**src/rtl/hdlc_tx_pkg.sv**
```systemverilog
package hdlc_tx_pkg;
  typedef enum logic [1:0] {
    K_FLAG   = 2'd0,
    K_DATA   = 2'd1,
    K_FCS_LO = 2'd2,
    K_FCS_HI = 2'd3
  } oct_kind_e;

  localparam logic [7:0]  FLAG_BYTE = 8'h7E;
  localparam logic [15:0] CRC_POLY_REF = 16'h8408;  // x^16+x^12+x^5+1, bit-reversed
  localparam logic [15:0] CRC_PRESET = 16'hFFFF;
  localparam int          STUFF_RUN = 5;
endpackage

```
**src/rtl/hdlc_tx_regs.sv**
```systemverilog
module hdlc_tx_regs #(
  parameter int WORD_W    = 16,
  parameter int NUM_WORDS = 4,
  parameter int ADDR_W    = 3
) (
  input  logic              clk_i,
  input  logic              rst_ni,
  input  logic              wr_en_i,
  input  logic [ADDR_W-1:0] addr_i,
  input  logic [WORD_W-1:0] wdata_i,
  input  logic              take_i,
  output logic [7:0]        byte_o,
  output logic              seg_valid_o,
  output logic              seg_last_o,
  output logic              seg_fcs_o,
  output logic              irq_o
);
  localparam int BPW       = WORD_W / 8;
  localparam int NUM_BYTES = NUM_WORDS * BPW;
  localparam int PTR_W     = $clog2(NUM_BYTES);
  localparam int CTRL_ADDR = NUM_WORDS;
  localparam int LAST_LSB  = 3;

  logic [NUM_BYTES*8-1:0] store_flat;
  logic [PTR_W-1:0]       rd_ptr_q, seg_end_q;
  logic                   seg_valid_q, seg_fcs_q, irq_q;
  logic                   ctrl_wr;

  genvar w;
  generate
    for (w = 0; w < NUM_WORDS; w++) begin : g_word
      logic [WORD_W-1:0] word_q;
      always_ff @(posedge clk_i) begin
        if (wr_en_i && addr_i == ADDR_W'(w)) word_q <= wdata_i;
      end
      assign store_flat[w*WORD_W +: WORD_W] = word_q;
    end
  endgenerate

  assign ctrl_wr = wr_en_i && (addr_i == ADDR_W'(CTRL_ADDR));

  always_ff @(posedge clk_i or negedge rst_ni) begin
    if (!rst_ni) begin
      rd_ptr_q    <= '0;
      seg_end_q   <= '0;
      seg_valid_q <= 1'b0;
      seg_fcs_q   <= 1'b0;
      irq_q       <= 1'b0;
    end else begin
      if (take_i) begin
        rd_ptr_q <= rd_ptr_q + PTR_W'(1);
        if (seg_last_o) begin
          seg_valid_q <= 1'b0;
          irq_q       <= 1'b1;
        end
      end
      // control write wins over a same-cycle segment end
      if (ctrl_wr) begin
        irq_q <= 1'b0;
        if (wdata_i[0]) begin
          seg_valid_q <= 1'b1;
          seg_end_q   <= wdata_i[LAST_LSB +: PTR_W];
          seg_fcs_q   <= wdata_i[1];
        end
      end
    end
  end

  assign byte_o      = store_flat[rd_ptr_q*8 +: 8];
  assign seg_valid_o = seg_valid_q;
  assign seg_last_o  = (rd_ptr_q == seg_end_q);
  assign seg_fcs_o   = seg_fcs_q;
  assign irq_o       = irq_q;

  a_r4_irq_cleared_by_write: assert property (@(posedge clk_i) disable iff (!rst_ni)
    ctrl_wr |=> !irq_o) else $error("irq not cleared by control write");

  a_r4_irq_rises_on_last_take: assert property (@(posedge clk_i) disable iff (!rst_ni)
    $rose(irq_o) |-> $past(take_i && seg_last_o)) else $error("irq rose without segment end");

  a_r3_ptr_steps_by_one: assert property (@(posedge clk_i) disable iff (!rst_ni)
    (rd_ptr_q != $past(rd_ptr_q)) |-> (rd_ptr_q == $past(rd_ptr_q) + PTR_W'(1)))
    else $error("read pointer jumped");

  a_r3_take_needs_segment: assert property (@(posedge clk_i) disable iff (!rst_ni)
    take_i |-> seg_valid_q) else $error("byte taken with no segment");
endmodule

```
**src/rtl/hdlc_tx_crc.sv**
```systemverilog
module hdlc_tx_crc #(
  parameter int          CRC_W  = 16,
  parameter logic [CRC_W-1:0] POLY = hdlc_tx_pkg::CRC_POLY_REF,
  parameter logic [CRC_W-1:0] INIT = hdlc_tx_pkg::CRC_PRESET
) (
  input  logic             clk_i,
  input  logic             rst_ni,
  input  logic             clear_i,
  input  logic             step_i,
  input  logic             bit_i,
  output logic [CRC_W-1:0] fcs_nx_o
);
  logic [CRC_W-1:0] crc_q, crc_nx;
  logic             fb;

  always_comb begin
    fb     = crc_q[0] ^ bit_i;
    crc_nx = crc_q;
    if (step_i) crc_nx = (crc_q >> 1) ^ (fb ? POLY : '0);
  end

  always_ff @(posedge clk_i or negedge rst_ni) begin
    if (!rst_ni)      crc_q <= INIT;
    else if (clear_i) crc_q <= INIT;
    else              crc_q <= crc_nx;
  end

  // FCS includes the bit being stepped this cycle
  assign fcs_nx_o = ~crc_nx;

  a_r7_crc_preset: assert property (@(posedge clk_i) disable iff (!rst_ni)
    clear_i |=> (crc_q == INIT)) else $error("crc not preset");

  a_r7_clear_step_exclusive: assert property (@(posedge clk_i) disable iff (!rst_ni)
    !(clear_i && step_i)) else $error("crc clear during step");
endmodule

```
**src/rtl/hdlc_tx_ser.sv**
```systemverilog
module hdlc_tx_ser
  import hdlc_tx_pkg::*;
#(
  parameter int RUN = STUFF_RUN
) (
  input  logic        clk_i,
  input  logic        rst_ni,
  input  logic        bit_en_i,
  input  logic        seg_valid_i,
  input  logic        seg_last_i,
  input  logic        seg_fcs_i,
  input  logic [7:0]  byte_i,
  input  logic [15:0] fcs_nx_i,
  output logic        take_o,
  output logic        crc_clr_o,
  output logic        crc_step_o,
  output logic        crc_bit_o,
  output logic        tx_bit_o
);
  localparam int ONES_W = $clog2(RUN + 2);

  oct_kind_e         kind_q, kind_nx;
  logic [7:0]        sh_q, byte_nx, fcs_hi_q;
  logic [2:0]        cnt_q;
  logic [ONES_W-1:0] ones_q;
  logic              fcs_pend_q;
  logic              stuff_now, adv, oct_end, load_lo;

  assign stuff_now = (ones_q == ONES_W'(RUN));
  assign adv       = bit_en_i && !stuff_now;
  assign oct_end   = adv && (cnt_q == 3'd7);

  always_comb begin
    kind_nx   = K_FLAG;
    byte_nx   = FLAG_BYTE;
    take_o    = 1'b0;
    crc_clr_o = 1'b0;
    load_lo   = 1'b0;
    case (kind_q)
      K_FCS_LO: begin
        kind_nx = K_FCS_HI;
        byte_nx = fcs_hi_q;
      end
      K_DATA: begin
        if (fcs_pend_q) begin
          kind_nx = K_FCS_LO;
          byte_nx = fcs_nx_i[7:0];
          load_lo = oct_end;
        end else if (seg_valid_i) begin
          kind_nx = K_DATA;
          byte_nx = byte_i;
          take_o  = oct_end;
        end
      end
      K_FLAG: begin
        if (seg_valid_i) begin
          kind_nx   = K_DATA;
          byte_nx   = byte_i;
          take_o    = oct_end;
          crc_clr_o = oct_end;
        end
      end
      default: ;
    endcase
  end

  always_ff @(posedge clk_i or negedge rst_ni) begin
    if (!rst_ni) begin
      kind_q     <= K_FLAG;
      sh_q       <= FLAG_BYTE;
      cnt_q      <= '0;
      ones_q     <= '0;
      fcs_pend_q <= 1'b0;
      fcs_hi_q   <= '0;
    end else if (bit_en_i) begin
      if (stuff_now) begin
        ones_q <= '0;
      end else begin
        if (kind_q == K_FLAG) ones_q <= '0;
        else                  ones_q <= sh_q[0] ? ones_q + ONES_W'(1) : '0;
        if (cnt_q == 3'd7) begin
          cnt_q  <= '0;
          kind_q <= kind_nx;
          sh_q   <= byte_nx;
          if (take_o && seg_last_i && seg_fcs_i) fcs_pend_q <= 1'b1;
          if (load_lo) begin
            fcs_pend_q <= 1'b0;
            fcs_hi_q   <= fcs_nx_i[15:8];
          end
        end else begin
          cnt_q <= cnt_q + 3'd1;
          sh_q  <= {1'b0, sh_q[7:1]};
        end
      end
    end
  end

  assign crc_step_o = adv && (kind_q == K_DATA);
  assign crc_bit_o  = sh_q[0];
  assign tx_bit_o   = stuff_now ? 1'b0 : sh_q[0];

  a_r6_run_bounded: assert property (@(posedge clk_i) disable iff (!rst_ni)
    ones_q <= ONES_W'(RUN)) else $error("ones run exceeds limit");

  a_r10_take_on_strobe: assert property (@(posedge clk_i) disable iff (!rst_ni)
    take_o |-> (bit_en_i && seg_valid_i)) else $error("take without strobe");

  a_r10_hold_without_strobe: assert property (@(posedge clk_i) disable iff (!rst_ni)
    !bit_en_i |=> $stable(tx_bit_o)) else $error("line moved without strobe");

  a_r7_fcs_hi_order: assert property (@(posedge clk_i) disable iff (!rst_ni)
    (kind_q == K_FCS_HI) |-> ($past(kind_q) == K_FCS_HI || $past(kind_q) == K_FCS_LO))
    else $error("fcs high byte out of order");

  a_r5_data_after_flag: assert property (@(posedge clk_i) disable iff (!rst_ni)
    (kind_q == K_DATA && $past(kind_q) != K_DATA) |-> ($past(kind_q) == K_FLAG))
    else $error("data not opened by flag");
endmodule

```
**src/rtl/hdlc_tx_split.sv**
```systemverilog
module hdlc_tx_split #(
  parameter int WORD_W    = 16,
  parameter int NUM_WORDS = 4,
  parameter int ADDR_W    = 3
) (
  input  logic              clk_i,
  input  logic              rst_ni,
  input  logic              wr_en_i,
  input  logic [ADDR_W-1:0] addr_i,
  input  logic [WORD_W-1:0] wdata_i,
  input  logic              bit_en_i,
  output logic              tx_bit_o,
  output logic              irq_o
);
  logic [7:0]  cur_byte;
  logic        seg_valid, seg_last, seg_fcs, take;
  logic        crc_clr, crc_step, crc_bit;
  logic [15:0] fcs_nx;

  hdlc_tx_regs #(
    .WORD_W(WORD_W), .NUM_WORDS(NUM_WORDS), .ADDR_W(ADDR_W)
  ) u_regs (
    .clk_i, .rst_ni, .wr_en_i, .addr_i, .wdata_i,
    .take_i(take), .byte_o(cur_byte), .seg_valid_o(seg_valid),
    .seg_last_o(seg_last), .seg_fcs_o(seg_fcs), .irq_o
  );

  hdlc_tx_crc u_crc (
    .clk_i, .rst_ni, .clear_i(crc_clr), .step_i(crc_step),
    .bit_i(crc_bit), .fcs_nx_o(fcs_nx)
  );

  hdlc_tx_ser u_ser (
    .clk_i, .rst_ni, .bit_en_i, .seg_valid_i(seg_valid),
    .seg_last_i(seg_last), .seg_fcs_i(seg_fcs), .byte_i(cur_byte),
    .fcs_nx_i(fcs_nx), .take_o(take), .crc_clr_o(crc_clr),
    .crc_step_o(crc_step), .crc_bit_o(crc_bit), .tx_bit_o
  );
endmodule

```
**config.mk**
```make
export PLATFORM = sky130hd
export DESIGN_NAME = hdlc_tx_split
export DESIGN_NICKNAME = d
export VERILOG_FILES = /design/src/rtl/hdlc_tx_pkg.sv /design/src/rtl/hdlc_tx_regs.sv /design/src/rtl/hdlc_tx_crc.sv /design/src/rtl/hdlc_tx_ser.sv /design/src/rtl/hdlc_tx_split.sv
export SDC_FILE = /design/constraint.sdc
export NUM_CORES = 1
export LEC_CHECK = 0
export BUFFER_PORTS_ARGS = -buffer_cell sky130_fd_sc_hd__clkbuf_2
export CORE_MARGIN = 2
export CORE_UTILIZATION = 51
export CTS_BUF_LIST = sky130_fd_sc_hd__clkbuf_8
export DETAILED_ROUTE_END_ITERATION = 8
export PLACE_DENSITY = 0.74
export SLEW_MARGIN = 20
export SYNTH_ARGS = -nofsm -noshare
export SYNTH_HDL_FRONTEND = slang
export SYNTH_SLANG_ARGS = --single-unit
```
**constraint.sdc**
```tcl
create_clock -name clk_i -period 4.48 [get_ports clk_i]
set_clock_uncertainty 0.15 [all_clocks]
set_input_delay 0.672 -clock clk_i [delete_from_list [all_inputs] [get_ports clk_i]]
set_output_delay 0.672 -clock clk_i [all_outputs]
set_load 0.01 [all_outputs]
```
=== Yosys cells after proc, flatten, opt, wreduce, memory -nomap -nowiden ===
Index checks and enable logic that the tools add are counted.

* Shift operators: 1
* Reduce and logical (&&, ||, !) cells: 22
* Bitwise gates (word level): 4
* Add/sub/neg operators: 3
* Equal/unequal tests: 9
* Multiplexer cells: 30

{| class="wikitable"
|+ Operators with widths
! operator !! count
|-
| 64-bit by 7-bit variable part select with 8-bit output || 1
|-
| 16-bit two-way mux || 3
|-
| 8-bit two-way mux || 3
|-
| 8-bit one-hot mux with 3 select lines || 1
|-
| 1-bit two-way mux || 16
|-
| 16-bit NOT || 1
|-
| 15-bit by 16-bit bitwise XOR with 16-bit output || 1
|-
| 3-bit two-way mux || 4
|-
| 1-bit logical AND || 10
|-
| 3-bit by 1-bit adder with 3-bit output, second input constant || 3
|-
| 3-bit equality test, second input constant || 3
|-
| 4-bit AND reduction || 2
|-
| 3-bit by 2-bit equality test with 1-bit output, second input constant || 2
|-
| 2-bit one-hot mux with 3 select lines || 1
|-
| 2-bit AND reduction || 3
|-
| 2-bit nonzero test || 3
|-
| 3-bit by 1-bit equality test with 1-bit output, second input constant || 1
|-
| 3-bit equality test || 1
|-
| 3-bit logical NOT || 1
|-
| 3-bit AND reduction || 1
|-
| 2-bit by 1-bit equality test with 1-bit output, second input constant || 1
|-
| 2-bit equality test, second input constant || 1
|-
| 2-bit logical NOT || 1
|-
| 2-bit two-way mux || 1
|-
| other kinds (4) || 4
|}

* Logic and storage cells: 85
* Bits of input ports: 23
* Bits in registers: 114
* Output and inout bits: 2

=== Logic depth before layout (Yosys ltp) ===
* Depth after elaboration: 11
* Gate-level depth with buffers: 8
* Gate-level depth less buffers: 6

=== Modules after synthesis ===
Synthesis repeated with hierarchy kept, for this count alone.

* Cell total of the unflattened synthesis: 331
* Area, all modules: 5061.1 um^2

{| class="wikitable"
|+ Modules (own cells, without submodules)
! module !! instances !! area each (um^2) !! sequential area each (um^2) !! cells an instance
|-
| hdlc_tx_regs || 1 || 2900.3 || 2147.1 || 127
|-
| hdlc_tx_ser || 1 || 1397.6 || 633.1 || 147
|-
| hdlc_tx_crc || 1 || 763.2 || 420.4 || 57
|}

=== Least setup slack after synthesis ===
No wires, ideal clock.

* Path kind: in2reg
* From: input wr_en_i
* To: register u_regs.g_word[1].word_q[0] (enable)
* Path buffers: 0
* Slack: 2316 ps
* Stages on the path: 3
* Arrival: 1625 ps
* Required time: 3941 ps
* Library setup time: 389 ps
* Cell sequence: nor2b_1 nand2_1 nor2_1

* Longest elaborated chain between the ends: 1

{| class="wikitable"
|+ Ends and longest elaborated chain
! what !! RTL line !! source
|-
| start: declaration || hdlc_tx_split.sv:8 || <nowiki>input logic wr_en_i,</nowiki>
|-
| 1-bit logical AND || hdlc_tx_regs.sv:34 || <nowiki>if (wr_en_i && addr_i == ADDR_W'(w)) word_q <= wdata_i;</nowiki>
|-
| end signal: assignment || hdlc_tx_regs.sv:34 ||
|-
| end: declaration || hdlc_tx_regs.sv:32 || <nowiki>logic [WORD_W-1:0] word_q;</nowiki>
|}

No other way between the ends.
A chain may end at the register's enable or synchronous reset.

=== Final worst setup path ===
* From: register u_ser.ones_q[0]
* To: register u_crc.crc_q[7]

* Longest elaborated chain between the ends: 7
* Elaborated cells on any way between the ends: 9
* Classes of those cells: eq/ne: 1; mux: 4; reduce/logical: 4

{| class="wikitable"
|+ Ends and longest elaborated chain
! what !! RTL line !! source
|-
| start: declaration || hdlc_tx_ser.sv:25 || <nowiki>logic [ONES_W-1:0] ones_q;</nowiki>
|-
| start signal: assignment || hdlc_tx_ser.sv:80 || <nowiki>else ones_q <= sh_q[0] ? ones_q + ONES_W'(1) : '0;</nowiki>
|-
| 3-bit equality test * || hdlc_tx_ser.sv:29 || <nowiki>assign stuff_now = (ones_q == ONES_W'(RUN));</nowiki>
|-
| 1-bit logical NOT * || hdlc_tx_ser.sv:30 || <nowiki>assign adv = bit_en_i && !stuff_now;</nowiki>
|-
| 1-bit logical AND * || hdlc_tx_ser.sv:30 ||
|-
| 1-bit logical AND || hdlc_tx_ser.sv:31 || <nowiki>assign oct_end = adv && (cnt_q == 3'd7);</nowiki>
|-
| 1-bit two-way mux || hdlc_tx_ser.sv:56 || <nowiki>if (seg_valid_i) begin</nowiki>
|-
| 1-bit two-way mux || hdlc_tx_ser.sv:39 || <nowiki>case (kind_q)</nowiki>
|-
| 16-bit two-way mux * || hdlc_tx_crc.sv:24 || <nowiki>else if (clear_i) crc_q <= INIT;</nowiki>
|-
| end signal: assignment || hdlc_tx_crc.sv:25 || <nowiki>else crc_q <= crc_nx;</nowiki>
|-
| end: declaration || hdlc_tx_crc.sv:13 || <nowiki>logic [CRC_W-1:0] crc_q, crc_nx;</nowiki>
|}

Mark *: on every way between the ends. The rest lies on a longest branch, timed or not.

==> out/results.ini <==
[place]
placed_cells=502
gp_congestion=0.864
dp_hpwl_mm=6.11
numPortBuffers=24

[synthesis]
ys_seq_elements=114
synth_area_leader_cell=edfxtp_1
yosysWarnings=0
synth_ff_type=edfxtp_1
async_reset_ff_share_pct=43.9
synth_cell_types=47
synth_edf_count=64
synthTopCellsByArea=edfxtp_1 39%, dfrtp_1 14%, dfstp_2 12%
syn_nets=394
syn_area_um2=4960
synth.avg_cell_area_um2=13.5
synthDominantCellAreaShare_pct=38.8
synth-seq-area-share_pct=64.5
synth_cells=366

[drt]
wl_per_cell_um=17.7
vias=3115
dr_wl_met2_mm=4.78
drc=0
wl_met1_mm=4.00
met3WireLength_um=514
drt-initial-drc-count=112
via_per_inst=5.83
top_layer=met4
antenna_left=0
first_pass_iters=5
wirelength_mm=9.43

[floorplan]
coreArea_um2=9330
io_pins=25
fp-row-count=35
die_w_um=103
initial_core_util_pct=53.2
die_h_um=103
dieArea_um2=10500

[cts]
cts_resized=0
cts_inserted_buffers=17
clk_latency_ns=0.44
tritoncts=done
cts_hold_buf=0
cts_root_buf=clkbuf_8
cts_setup_buffers=0
h-tree-depth=4
cts_buffer_depth=2
cts.clk_slew.worst_paths_ns=0.07
clock_sink_count=114

[outcome]
status=complete, no violations

[worst_setup_path]
worstSetupPathType=flip-flop to flip-flop
critPathLaunch=u_ser.ones_q[0]
critPathMaxStageDelay_ns=0.61
cp-start-kind=flip-flop
path_cells=ha_1 -> a21boi_2 -> buf_4 -> nand4_1 -> nand3_1
required_ns=4.69
r2r-start=u_ser.ones_q[0]
slowest_stage=nand4_1
critical_path_arrival_ns=2.80
cp_max_fo=17
cp-end-kind=flip-flop

[pwr]
peakVddDrop_v=0.000289
powerDensity_nw_per_um2=558
power_mw=3.09
leakagePower_nw=2.16

[sta]
tightestPinTransition_ns=0.928
fin_crit_ns=2.59
max_clock_freq_ghz=0.386
hold_viol_final=0
period_share_pct=57.8
slew_headroom_pct=38.1
setup_viol=0
setup_tns_ns=0
rsz0062_at_grt=false
slew_violations=0

[global_routing]
grt-ovfl-total=0
track_usage_pct=20.2
antenna_found_initial=0
grt_max_degree=51
grt_first_pass_wirelength_mm=15.5
grt_pass1_vias=3132

[cells_and_area]
stdcell_count=534
fin_nets=420
fillCellCount=730
antenna_cells=0
drive_gt1_share_pct=26.4
post-route-util_pct=59.4
syn2layout_area_growth_pct=11.8

[run]
max-cap-violations=0

[worst_hold_path]
hp-class=primary input to asynchronous set/reset pin

==> synthesized netlist by cell type, types with 2 or more instances <==
cell type / n
buf_2: 9
and3_1: 4
mux4_2: 6
nand3_1: 22
mux2i_1: 20
dfstp_2: 22
nand4_1: 9
xor2_1: 2
a31oi_1: 5
nor3_1: 3
o221ai_1: 5
mux2_2: 15
ha_1: 5
and2_1: 4
nor2b_1: 4
xnor2_1: 8
nand2_1: 37
edfxtp_1: 64
dfrtp_1: 28
inv_1: 5
mux4_1: 3
nor2_1: 10
clkbuf_1: 11
a21oi_1: 9
o21a_1: 3
o22ai_1: 2
or3_1: 6
nand2b_1: 3
and2_0: 3
o21ai_0: 22
==> critical path, delay by kind of cell, from the launching register on <==
kind,cells,cell delay [ns]
simple gates,2,0.87
compound gates,1,0.49
flops,1,0.41
buf+inv,1,0.32
fa+ha+maj,1,0.25
==> registers in the layout (all words and copies together), names as in the netlist <==
register and cells:
u_regs.seg_valid_o 1, u_regs.seg_end_q 3, u_ser.sh_q 8, u_ser.fcs_pend_q 1, u_ser.fcs_hi_q 8, u_regs.irq_o 1, u_ser.kind_q 2, u_regs.rd_ptr_q 3
u_crc.crc_q 16, u_regs.g_word.word_q 64, u_regs.seg_fcs_o 1, u_ser.ones_q 3, u_ser.cnt_q 3
==> stage by stage <==
stage | hold slack, ns | setup WS, ns | area, um^2
final | 0.188 | 1.89 | 5540
after detailed placement | 0.334 | 1.70 | 5180
after CTS | 0.186 | 1.91 | 5540
after global routing | 0.219 | 1.72 | 5540
after floorplan | 0.226 | 2.32 | 4960
after global placement | 0.314 | 1.79 | 5180
==> path summary, 6_finish.rpt <==
| path | endpoint | slack [ns] | depth (start not counted) |
|---|---|---|---|
| max in group asynchronous | u_ser.cnt_q[0] | 3.57 | 2 |
| min reg2reg | u_regs.irq_o | 0.35 | 1 |
| min | u_ser.fcs_hi_q[0] | 0.19 | 2 |
| max | u_crc.crc_q[7] | 1.89 | 5 |
| max reg2reg | u_crc.crc_q[7] | 1.89 | 5 |
| min in group clk_i | u_regs.g_word[0].word_q[13] | 0.30 | 1 |
==> final cells by class <==
class | count | area [um^2] | area share [%]
multi-input combinational | 225 | 1640 | 29.5
sequential | 114 | 3200 | 57.7
clock buffer | 17 | 234 | 4.22
inverter | 5 | 18.8 | 0.339
tap | 129 | 161 | 2.91
clock inverter | 15 | 134 | 2.41
timing repair buffer | 29 | 158 | 2.84
==> cells in the final DEF (no fill, tap or decap), types with 4 or more instances in the layout <==
cell and count:
nand3_1 22, a31oi_1 5, clkinvlp_4 5, or3_1 6
dfstp_2 22, ha_1 5, nor2_1 10, dfrtp_1 28
edfxtp_1 64, a21oi_1 9, inv_1 5, clkbuf_8 17
mux2_2 15, mux4_2 6, nand2_1 37, and3_1 4
xnor2_1 8, o221ai_1 5, clkbuf_2 24, nor2b_1 4
mux2i_1 20, buf_4 5, o21ai_0 22, inv_6 4
nand4_1 9, and2_1 4
==> where the power goes <==
| group | internal (mW) | leakage [nW] | switching [mW] |
|---|---|---|---|
| combinational | 0.331 | 0.813 | 0.344 |
| sequential | 1.34 | 1.18 | 0.193 |
| clock | 0.440 | 0.173 | 0.441 |
==> kinds of logic (layout without fill, tap and decap cells) <==
| group | Yosys count | count (layout) | synth area share [%] |
|---|---|---|---|
| buffers and inverters | 27 | 66 | 2.50 |
| multiplexers | 44 | 44 | 11.8 |
| flip-flops | 114 | 114 | 64.5 |
| AO/OA/AOI/OAI | 57 | 57 | 7.27 |
| AND/OR/NAND/NOR | 109 | 109 | 10.9 |
| XOR/XNOR | 10 | 10 | 1.77 |
| adder cells (fa/ha/maj) | 5 | 5 | 1.26 |
==> per-layer routing <==
layer,vias to the layer above,GRT usage (%)
met5,-,0
met4,0,7.59
met3,11,7.32
met2,93,32.5
met1,1576,25.4
li1,1435,-
Note: power is estimated with default switching activity, not from simulation.
